`src/rtl/exc_pkg.sv`:
```
package exc_pkg;
  typedef enum logic [2:0] {
    ST_IDLE, ST_PUSH_PCH, ST_PUSH_PCL, ST_PUSH_SR, ST_VEC_HI, ST_VEC_LO, ST_FETCH
  } seq_state_e;

  localparam logic [2:0] SPACE_SUP_DATA = 3'b101;
  localparam logic [2:0] SPACE_SUP_PROG = 3'b110;
endpackage

```
`src/rtl/exc_seq_ctrl.sv`:
```
module exc_seq_ctrl
  import exc_pkg::*;
(
  input  logic       clk,
  input  logic       rst_n,
  input  logic       exc_req,
  input  logic       mem_ack,
  output seq_state_e state_o,
  output logic       start_o,
  output logic       busy_o,
  output logic       done_o
);
  seq_state_e state_q, state_d;
  logic       done_q, done_d;

  assign start_o = (state_q == ST_IDLE) && exc_req;
  assign state_o = state_q;
  assign busy_o  = (state_q != ST_IDLE);
  assign done_o  = done_q;

  always_comb begin
    state_d = state_q;
    done_d  = 1'b0;
    case (state_q)
      ST_IDLE:     if (exc_req) state_d = ST_PUSH_PCH;
      ST_PUSH_PCH: if (mem_ack) state_d = ST_PUSH_PCL;
      ST_PUSH_PCL: if (mem_ack) state_d = ST_PUSH_SR;
      ST_PUSH_SR:  if (mem_ack) state_d = ST_VEC_HI;
      ST_VEC_HI:   if (mem_ack) state_d = ST_VEC_LO;
      ST_VEC_LO:   if (mem_ack) state_d = ST_FETCH;
      ST_FETCH: begin
        if (mem_ack) begin
          state_d = ST_IDLE;
          done_d  = 1'b1;
        end
      end
      default:     state_d = ST_IDLE;
    endcase
  end

  always_ff @(posedge clk or negedge rst_n) begin
    if (!rst_n) begin
      state_q <= ST_IDLE;
      done_q  <= 1'b0;
    end else begin
      state_q <= state_d;
      done_q  <= done_d;
    end
  end


  done_pulse_chk: assert property (@(posedge clk) disable iff (!rst_n)
    done_q |=> !done_q);

  done_idle_chk: assert property (@(posedge clk) disable iff (!rst_n)
    done_q |-> (state_q == ST_IDLE));

  no_restart_chk: assert property (@(posedge clk) disable iff (!rst_n)
    (state_q == ST_PUSH_PCL) |-> $past(state_q) != ST_IDLE);
endmodule

```
`src/rtl/exc_ctx_regs.sv`:
```
module exc_ctx_regs
  import exc_pkg::*;
#(
  parameter int AW        = 32,
  parameter int DW        = 16,
  parameter int VW        = 8,
  parameter int SUP_BIT   = 13,
  parameter int TRACE_BIT = 15,
  parameter int PUSHES    = 3
) (
  input  logic          clk,
  input  logic          rst_n,
  input  logic          start,
  input  seq_state_e    state,
  input  logic          mem_ack,
  input  logic [DW-1:0] mem_rdata,
  input  logic [VW-1:0] exc_vec,
  input  logic [DW-1:0] cur_sr,
  input  logic [AW-1:0] cur_pc,
  input  logic [AW-1:0] cur_ssp,
  input  logic [AW-1:0] vbr,
  output logic [DW-1:0] sr_old_q,
  output logic [DW-1:0] sr_new_q,
  output logic [AW-1:0] pc_q,
  output logic [AW-1:0] ssp_q,
  output logic [AW-1:0] ssp_new_q,
  output logic [AW-1:0] vaddr_q,
  output logic [AW-1:0] handler_q
);
  localparam int            WB        = DW / 8;
  localparam logic [DW-1:0] SUP_MASK  = DW'(1) << SUP_BIT;
  localparam logic [DW-1:0] TRC_MASK  = DW'(1) << TRACE_BIT;
  localparam logic [AW-1:0] FRAME_SZ  = AW'(PUSHES * WB);

  logic [DW-1:0] vhi_q;
  logic [AW-1:0] vaddr_d;
  logic [DW-1:0] sr_new_d;
  logic          vhi_en, vlo_en;

  assign vaddr_d  = vbr + {{(AW-VW-2){1'b0}}, exc_vec, 2'b00};
  assign sr_new_d = (cur_sr | SUP_MASK) & ~TRC_MASK;
  assign vhi_en   = (state == ST_VEC_HI) && mem_ack;
  assign vlo_en   = (state == ST_VEC_LO) && mem_ack;

  always_ff @(posedge clk or negedge rst_n) begin
    if (!rst_n) begin
      sr_old_q  <= '0;
      sr_new_q  <= '0;
      pc_q      <= '0;
      ssp_q     <= '0;
      ssp_new_q <= '0;
      vaddr_q   <= '0;
    end else if (start) begin
      sr_old_q  <= cur_sr;
      sr_new_q  <= sr_new_d;
      pc_q      <= cur_pc;
      ssp_q     <= cur_ssp;
      ssp_new_q <= cur_ssp - FRAME_SZ;
      vaddr_q   <= vaddr_d;
    end
  end

  always_ff @(posedge clk or negedge rst_n) begin
    if (!rst_n) begin
      vhi_q     <= '0;
      handler_q <= '0;
    end else begin
      if (vhi_en) vhi_q     <= mem_rdata;
      if (vlo_en) handler_q <= {vhi_q, mem_rdata};
    end
  end


  sr_mode_chk: assert property (@(posedge clk) disable iff (!rst_n)
    start |=> sr_new_q[SUP_BIT] && !sr_new_q[TRACE_BIT]);

  ctx_hold_chk: assert property (@(posedge clk) disable iff (!rst_n)
    (state != ST_IDLE) |=> $stable(sr_old_q) && $stable(pc_q) && $stable(vaddr_q));
endmodule

```
`src/rtl/exc_bus_mux.sv`:
```
module exc_bus_mux
  import exc_pkg::*;
#(
  parameter int AW = 32,
  parameter int DW = 16
) (
  input  seq_state_e    state,
  input  logic [DW-1:0] sr_old,
  input  logic [AW-1:0] pc,
  input  logic [AW-1:0] ssp,
  input  logic [AW-1:0] vaddr,
  input  logic [AW-1:0] handler,
  output logic          req,
  output logic          we,
  output logic [AW-1:0] addr,
  output logic [DW-1:0] wdata,
  output logic [2:0]    space
);
  localparam logic [AW-1:0] WB = AW'(DW / 8);

  always_comb begin
    req   = 1'b1;
    we    = 1'b0;
    addr  = '0;
    wdata = '0;
    space = SPACE_SUP_DATA;
    case (state)
      ST_PUSH_PCH: begin we = 1'b1; addr = ssp - WB;      wdata = pc[AW-1:DW]; end
      ST_PUSH_PCL: begin we = 1'b1; addr = ssp - 2 * WB;  wdata = pc[DW-1:0];  end
      ST_PUSH_SR:  begin we = 1'b1; addr = ssp - 3 * WB;  wdata = sr_old;      end
      ST_VEC_HI:   addr = vaddr;
      ST_VEC_LO:   addr = vaddr + WB;
      ST_FETCH:    begin addr = handler; space = SPACE_SUP_PROG; end
      default:     begin req = 1'b0; space = '0; end
    endcase
  end
endmodule

```
`src/rtl/exc_entry_seq.sv`:
```
module exc_entry_seq
  import exc_pkg::*;
#(
  parameter int AW        = 32,
  parameter int DW        = 16,
  parameter int VW        = 8,
  parameter int SUP_BIT   = 13,
  parameter int TRACE_BIT = 15
) (
  input  logic          clk,
  input  logic          rst_n,
  input  logic          exc_req,
  input  logic [VW-1:0] exc_vec,
  input  logic [DW-1:0] cur_sr,
  input  logic [AW-1:0] cur_pc,
  input  logic [AW-1:0] cur_ssp,
  input  logic [AW-1:0] vbr,
  output logic          mem_req,
  output logic          mem_we,
  output logic [AW-1:0] mem_addr,
  output logic [DW-1:0] mem_wdata,
  output logic [2:0]    mem_space,
  input  logic          mem_ack,
  input  logic [DW-1:0] mem_rdata,
  output logic          busy,
  output logic          done,
  output logic [AW-1:0] new_pc,
  output logic [DW-1:0] new_sr,
  output logic [AW-1:0] new_ssp
);
  seq_state_e    state;
  logic          start;
  logic [DW-1:0] sr_old;
  logic [AW-1:0] pc_sv, ssp_sv, vaddr;

  exc_seq_ctrl u_ctrl (
    .clk(clk), .rst_n(rst_n), .exc_req(exc_req), .mem_ack(mem_ack),
    .state_o(state), .start_o(start), .busy_o(busy), .done_o(done)
  );

  exc_ctx_regs #(
    .AW(AW), .DW(DW), .VW(VW), .SUP_BIT(SUP_BIT), .TRACE_BIT(TRACE_BIT), .PUSHES(3)
  ) u_ctx (
    .clk(clk), .rst_n(rst_n), .start(start), .state(state), .mem_ack(mem_ack),
    .mem_rdata(mem_rdata), .exc_vec(exc_vec), .cur_sr(cur_sr), .cur_pc(cur_pc),
    .cur_ssp(cur_ssp), .vbr(vbr), .sr_old_q(sr_old), .sr_new_q(new_sr),
    .pc_q(pc_sv), .ssp_q(ssp_sv), .ssp_new_q(new_ssp), .vaddr_q(vaddr),
    .handler_q(new_pc)
  );

  exc_bus_mux #(.AW(AW), .DW(DW)) u_mux (
    .state(state), .sr_old(sr_old), .pc(pc_sv), .ssp(ssp_sv), .vaddr(vaddr),
    .handler(new_pc), .req(mem_req), .we(mem_we), .addr(mem_addr),
    .wdata(mem_wdata), .space(mem_space)
  );


  req_hold_chk: assert property (@(posedge clk) disable iff (!rst_n)
    mem_req && !mem_ack |=> mem_req && $stable(mem_addr) && $stable(mem_we)
                            && $stable(mem_wdata) && $stable(mem_space));

  sup_space_chk: assert property (@(posedge clk) disable iff (!rst_n)
    mem_req |-> mem_space[2]);

  write_space_chk: assert property (@(posedge clk) disable iff (!rst_n)
    mem_req && mem_we |-> mem_space == SPACE_SUP_DATA);

  done_busy_chk: assert property (@(posedge clk) disable iff (!rst_n)
    done |-> !busy && !mem_req);

  fetch_last_chk: assert property (@(posedge clk) disable iff (!rst_n)
    mem_req && mem_ack && mem_space == SPACE_SUP_PROG |=> done);
endmodule

```
`config.mk`:
```
export PLATFORM = sky130hd
export DESIGN_NAME = exc_entry_seq
export DESIGN_NICKNAME = d
export VERILOG_FILES = /design/src/rtl/exc_pkg.sv /design/src/rtl/exc_seq_ctrl.sv /design/src/rtl/exc_ctx_regs.sv /design/src/rtl/exc_bus_mux.sv /design/src/rtl/exc_entry_seq.sv
export SDC_FILE = /design/constraint.sdc
export NUM_CORES = 1
export LEC_CHECK = 0
export BUFFER_PORTS_ARGS = -buffer_cell sky130_fd_sc_hd__buf_2
export CAP_MARGIN = 20
export CORE_MARGIN = 5
export CORE_UTILIZATION = 59
export DETAILED_ROUTE_END_ITERATION = 8
export HOLD_SLACK_MARGIN = 0.06
export PLACE_DENSITY = 0.92
export SLEW_MARGIN = 10
export SYNTH_ARGS = -nofsm -noshare
export SYNTH_HDL_FRONTEND = slang
export SYNTH_SLANG_ARGS = --single-unit
export TNS_END_PERCENT = 30
```
`constraint.sdc`:
```
create_clock -name clk -period 10.7 [get_ports clk]
set_clock_uncertainty 0.2 [all_clocks]
set_input_delay 0.535 -clock clk [delete_from_list [all_inputs] [get_ports clk]]
set_output_delay 0.535 -clock clk [all_outputs]
set_load 0.005 [all_outputs]
```
======== Yosys cells after proc, flatten, opt, wreduce, memory -nomap -nowiden ========
Cells that the tools add are included.
storage, ports and cells
  register bits after elaboration ......... 211
  input port bits ......................... 140
  output and inout bits ................... 135
  word-level logic and storage cells ...... 53
cells by class
  add/sub/neg operators ................... 6
  eq/ne operators ......................... 13
  muxes and demuxes ....................... 15
  reduce and logical (&&, ||, !) cells .... 9
operators with widths
  cell                                                                    number
  32-bit one-hot mux with 6 select lines                                  1
  32-bit by 3-bit subtractor with 32-bit output (second input constant)   3
  16-bit one-hot mux with 3 select lines                                  1
  32-bit by 10-bit adder with 32-bit output                               1
  32-bit by 2-bit adder with 32-bit output (second input constant)        1
  32-bit by 2-bit subtractor with 32-bit output (second input constant)   1
  3-bit two-way mux                                                       7
  3-bit one-hot mux with 7 select lines                                   1
  2-bit != test (second input constant)                                   7
  3-bit equality test (second input constant)                             3
  7-bit AND reduction                                                     1
  3-bit by 2-bit equality test with 1-bit output (second input constant)  2
  3-bit one-hot mux with 2 select lines                                   1
  6-bit OR reduction                                                      1
  5-bit OR reduction                                                      1
  1-bit two-way mux                                                       4
  3-bit by 1-bit equality test with 1-bit output (second input constant)  1
  1-bit logical AND                                                       3
  3-bit logical NOT                                                       1
  3-bit nonzero test                                                      1
  3-bit OR reduction                                                      1

======== Longest topological paths before layout ========
  depth in word-level cells ............... 3
  depth in mapped cells ................... 11

======== Hierarchy ========
Synthesis repeated with hierarchy kept, for this count alone.
second synthesis, totals
  cell total of the unflattened synthesis .. 1156
  area, all modules ....................... 11621.1 µm²
by module, submodules not included
  module        instances  cells each  area an instance (µm²)  sequential area each (µm²)
  exc_ctx_regs  1          679         8481.9                  4804.6
  exc_bus_mux   1          453         2929.1                  0.0
  exc_seq_ctrl  1          24          210.2                   100.1

======== Worst setup path after synthesis ========
No wires, ideal clock.
  kind .................................... flip-flop to output port
  start ................................... register u_ctrl.state_q[0], in the netlist u_ctrl.state_o[0]
  end ..................................... output port mem_addr[31]
  arrival ................................. 3444 ps
  slack ................................... 6521 ps
  cell stages (with the launch flop) ...... 12
  path through ............................ dfrtp_1 -> clkbuf_1 -> buf_1 -> clkbuf_1 -> buf_1 -> nand2_1 -> fa_1 -> nor3_1 -> nand4_1 -> o311a_1 -> nor3_1 -> o211ai_1
on the way
  longest elaborated chain between the ends .. 2
  elaborated cells on any way between the ends .. 7
  those cells by class .................... eq/ne: 6; mux: 1
RTL lines
  what                                               RTL line             RTL
  start: declaration                                 exc_seq_ctrl.sv:13   seq_state_e state_q, state_d;
  start signal: assignment                           exc_seq_ctrl.sv:46   state_q <= state_d;
  3-bit equality test, or another cell as far along  exc_bus_mux.sv:27    case (state)
  32-bit one-hot mux with 6 select lines (*)         exc_bus_mux.sv:27
  end: declaration                                   exc_entry_seq.sv:20  output logic [AW-1:0] mem_addr,
Mark *: on every way between the ends. The rest lies on a longest branch, timed or not.

======== Final worst setup path ========
  start ................................... register u_ctrl.state_q[0], in the netlist u_ctrl.state_o[0]
  end ..................................... output port mem_addr[14]
The elaborated chain is that of the path after synthesis.

==> impl_metrics.json <==
{
  "r2r_setup_slack_ps": 7220,
  "combPwrFrac_pct": 46.4,
  "r2r-start": "u_ctrl.state_o[1]",
  "fp.dieH_microns": 152,
  "clock_sinks": 196,
  "die-area_sq_um": 23200,
  "powerDensity_nw_per_um2": 285,
  "synth_common_cells": "nand2_1 (348), dfrtp_1 (196), o21ai_0 (88)",
  "reg2reg_depth": 6,
  "regToRegEndpoint": "u_ctx.vaddr_q[17]",
  "postCtsSetupBuffers": 0,
  "switching_share_pct": 45.6,
  "synth_edf_count": 0,
  "ys_top_cells_by_area": "dfrtp_1 (41%), nand2_1 (11%), mux2_2 (6.5%), o21ai_0 (3.7%), xnor2_1 (2.9%)",
  "synth_compound_area_share_pct": 15.2,
  "cts.reportedPaths.clkPinSlew_ps": 80,
  "cts_buffers": 17,
  "pwr-share-seq_pct": 37.3,
  "clock_tree.root_cell": "clkbuf_16",
  "overflow": 0,
  "mappedNetlistNets": 1546,
  "cts_resized": 0,
  "syn_area_per_cell_sq_um": 8.59,
  "route.detailed.drc": 0,
  "synth_xor_xnor_area_share_pct": 5.20,
  "antenna_found_initial": 1,
  "ys_types": 73,
  "wirelength_microns": 38700,
  "hold_end": "u_ctx.sr_old_q[14]",
  "finalHoldViolCount": 0,
  "grt_max_degree": 119,
  "drive_gt1_share_pct": 25.4,
  "clk_latency_ps": 450,
  "synthSimpleGateAreaFrac_pct": 24.4,
  "path_class": "flop to output pin",
  "n_fill_cell": 1559,
  "final.setup.tns_ps": 0,
  "place_area_sq_um": 13300,
  "synth_area_sq_um": 12000,
  "port_buffers": 273,
  "die-width_microns": 152,
  "wl_per_cell_microns": 20.5,
  "synth.most_common_cell": "nand2_1",
  "synth_top_family_by_area": "simple AND/OR/NAND/NOR gates",
  "arrival_ps": 4320,
  "layout.nets": 1757,
  "endpoint_kind": "output pin",
  "hp-class": "primary input to flop",
  "ant_nets": 0,
  "core_area_sq_um": 20100,
  "grt_pass1_vias": 11300,
  "htreeDepth": 4,
  "clk_path_buf_depth": 2,
  "holdBufCountCts": 10,
  "pwr-share-clk_pct": 16.3,
  "rsz0062_at_grt": "false",
  "yosysTopAreaCell": "dfrtp_1",
  "worst_pin_slew_ps": 1100,
  "num_rows": 52,
  "drt_iter0_markers": 1152,
  "drtPass1Iterations": 5,
  "cellInternalPower_mw": 2.18,
  "grt_pass1_wl_microns": 62000,
  "fin_util_pct": 69.9,
  "ys_ff_latch": 196,
  "area_growth_pct": 17.5,
  "num_vias": 11600,
  "status": "finished, final reports clean",
  "hold-worst-slack_ps": 69.5,
  "synthCells": 1392,
  "fin_crit_sh_pct": 47.2,
  "synth_mux_area_share_pct": 7.92,
  "synth-main-ff-cell": "dfrtp_1",
  "design_area_sq_um": 14100,
  "async_flop_share_pct": 100,
  "gp_congestion": 1.04,
  "period_needed_ps": 5050,
  "synth_fa_ha_area_share_pct": 1.59,
  "via_per_inst": 6.15,
  "ys_warn_count": 0,
  "fmax_ghz": 0.198,
  "start_util_pct": 59.5,
  "io_pins": 275,
  "cp.required_ps": 9970,
  "p_leak_nw": 6.57,
  "yosysTopAreaCellShare_pct": 41.0,
  "setup_viol": 0,
  "net-switching-power_mw": 1.83,
  "slew_violations": 0,
  "vdd_ir_drop_max_v": 0.000138,
  "cts_tree": "yes",
  "dpl.hpwl_microns": 28400,
  "cap_violations": 0,
  "cp-start-kind": "flop",
  "grt_util_all_layers_pct": 33.0,
  "min_from": "cur_sr[14]",
  "timing.slew.headroom_pct": 26.1,
  "path_max_fanout": 55,
  "synth-seq-area-share_pct": 41.0,
  "holdPathStages": 3
}
critical path, stage by stage, from the launching register on:
cell       delay (ps)
dfrtp_2           350
buf_4             530
nand2_1           230
ha_1              370
a2111oi_0         900
nand3_1           510
a22o_1            340
nor3b_1           200
o221ai_1          230
buf_2             200
cell type report:
type                    instances  area (sq um)  share of cell area [%]
repair buffers                298          1600                    11.4
well taps                     270           338                    2.40
inverters                      24          90.1                   0.641
flip-flops and latches        196          4910                    34.9
diodes                          1          2.50                  0.0178
clock inverters                15           174                    1.24
clock buffers                  17           425                    3.03
multi-input cells            1066          6520                    46.4
metal layers:
metal	vias up	GRT usage (%)	wire (microns)
met5	-	0	0
met4	0	12.1	1480
met3	98	6.62	3430
met2	612	52.0	17800
met1	5527	45.6	16000
li1	5372	-	-
how the worst max path moves through the flow:
stage                           start           end
CTS                 u_ctrl.state_o[0]  mem_addr[24]
detailed placement  u_ctrl.state_o[0]  mem_addr[24]
global placement    u_ctrl.state_o[0]  mem_addr[24]
floorplan           u_ctrl.state_o[0]  mem_addr[31]
finish              u_ctrl.state_o[0]  mem_addr[14]
global route        u_ctrl.state_o[0]  mem_addr[14]
cells by family after synthesis:
group | after synthesis
other cells | 1
simple gates | 626
flops | 196
buf+inv | 130
mux | 86
fa+ha+maj | 14
compound gates | 268
xor+xnor | 71
cell usage in the layout, fill, tap and decap left out, drive strengths merged, types with 12 or more instances in the layout:
cell type / instances
xor2: 32
a31oi: 15
o211ai: 17
nor3: 42
nand3: 27
nand2: 349
nor4: 32
mux2: 69
o21ai: 88
inv: 32
xnor2: 39
clkbuf: 18
or3: 13
dfrtp: 196
buf: 287
nor2: 72
mux2i: 17
ha: 12
a22oi: 21
or4: 21
nand4: 21
a21oi: 21
flip-flops by register name (all words and copies together) (netlist names):
signal           flops
u_ctx.pc_q          32
u_ctx.vaddr_q       32
u_ctx.sr_old_q      16
u_ctx.ssp_q         31
u_ctx.vhi_q         16
u_ctrl.state_o       3
u_ctx.handler_q     32
u_ctx.sr_new_q       1
u_ctx.ssp_new_q     32
u_ctrl.done_o        1
metrics by stage:
step	power, mW	worst slack [ps]	instances
2_1_floorplan	2.52	6520	1392
3_3_place_gp	3.25	6300	1842
3_5_place_dp	3.30	6270	1842
4_1_cts	3.96	5730	1884
5_1_grt	4.25	5330	1887
6_report	4.01	5650	1887
power groups by stage:
stage	clock network [mW]	registers [mW]	logic [mW]
2_1_floorplan	0	1.31	1.21
3_3_place_gp	0	1.47	1.78
3_5_place_dp	0	1.48	1.81
4_1_cts	0.660	1.47	1.83
5_1_grt	0.694	1.53	2.03
6_report	0.653	1.49	1.86
No activity file was read; power rests on OpenSTA's default activity.
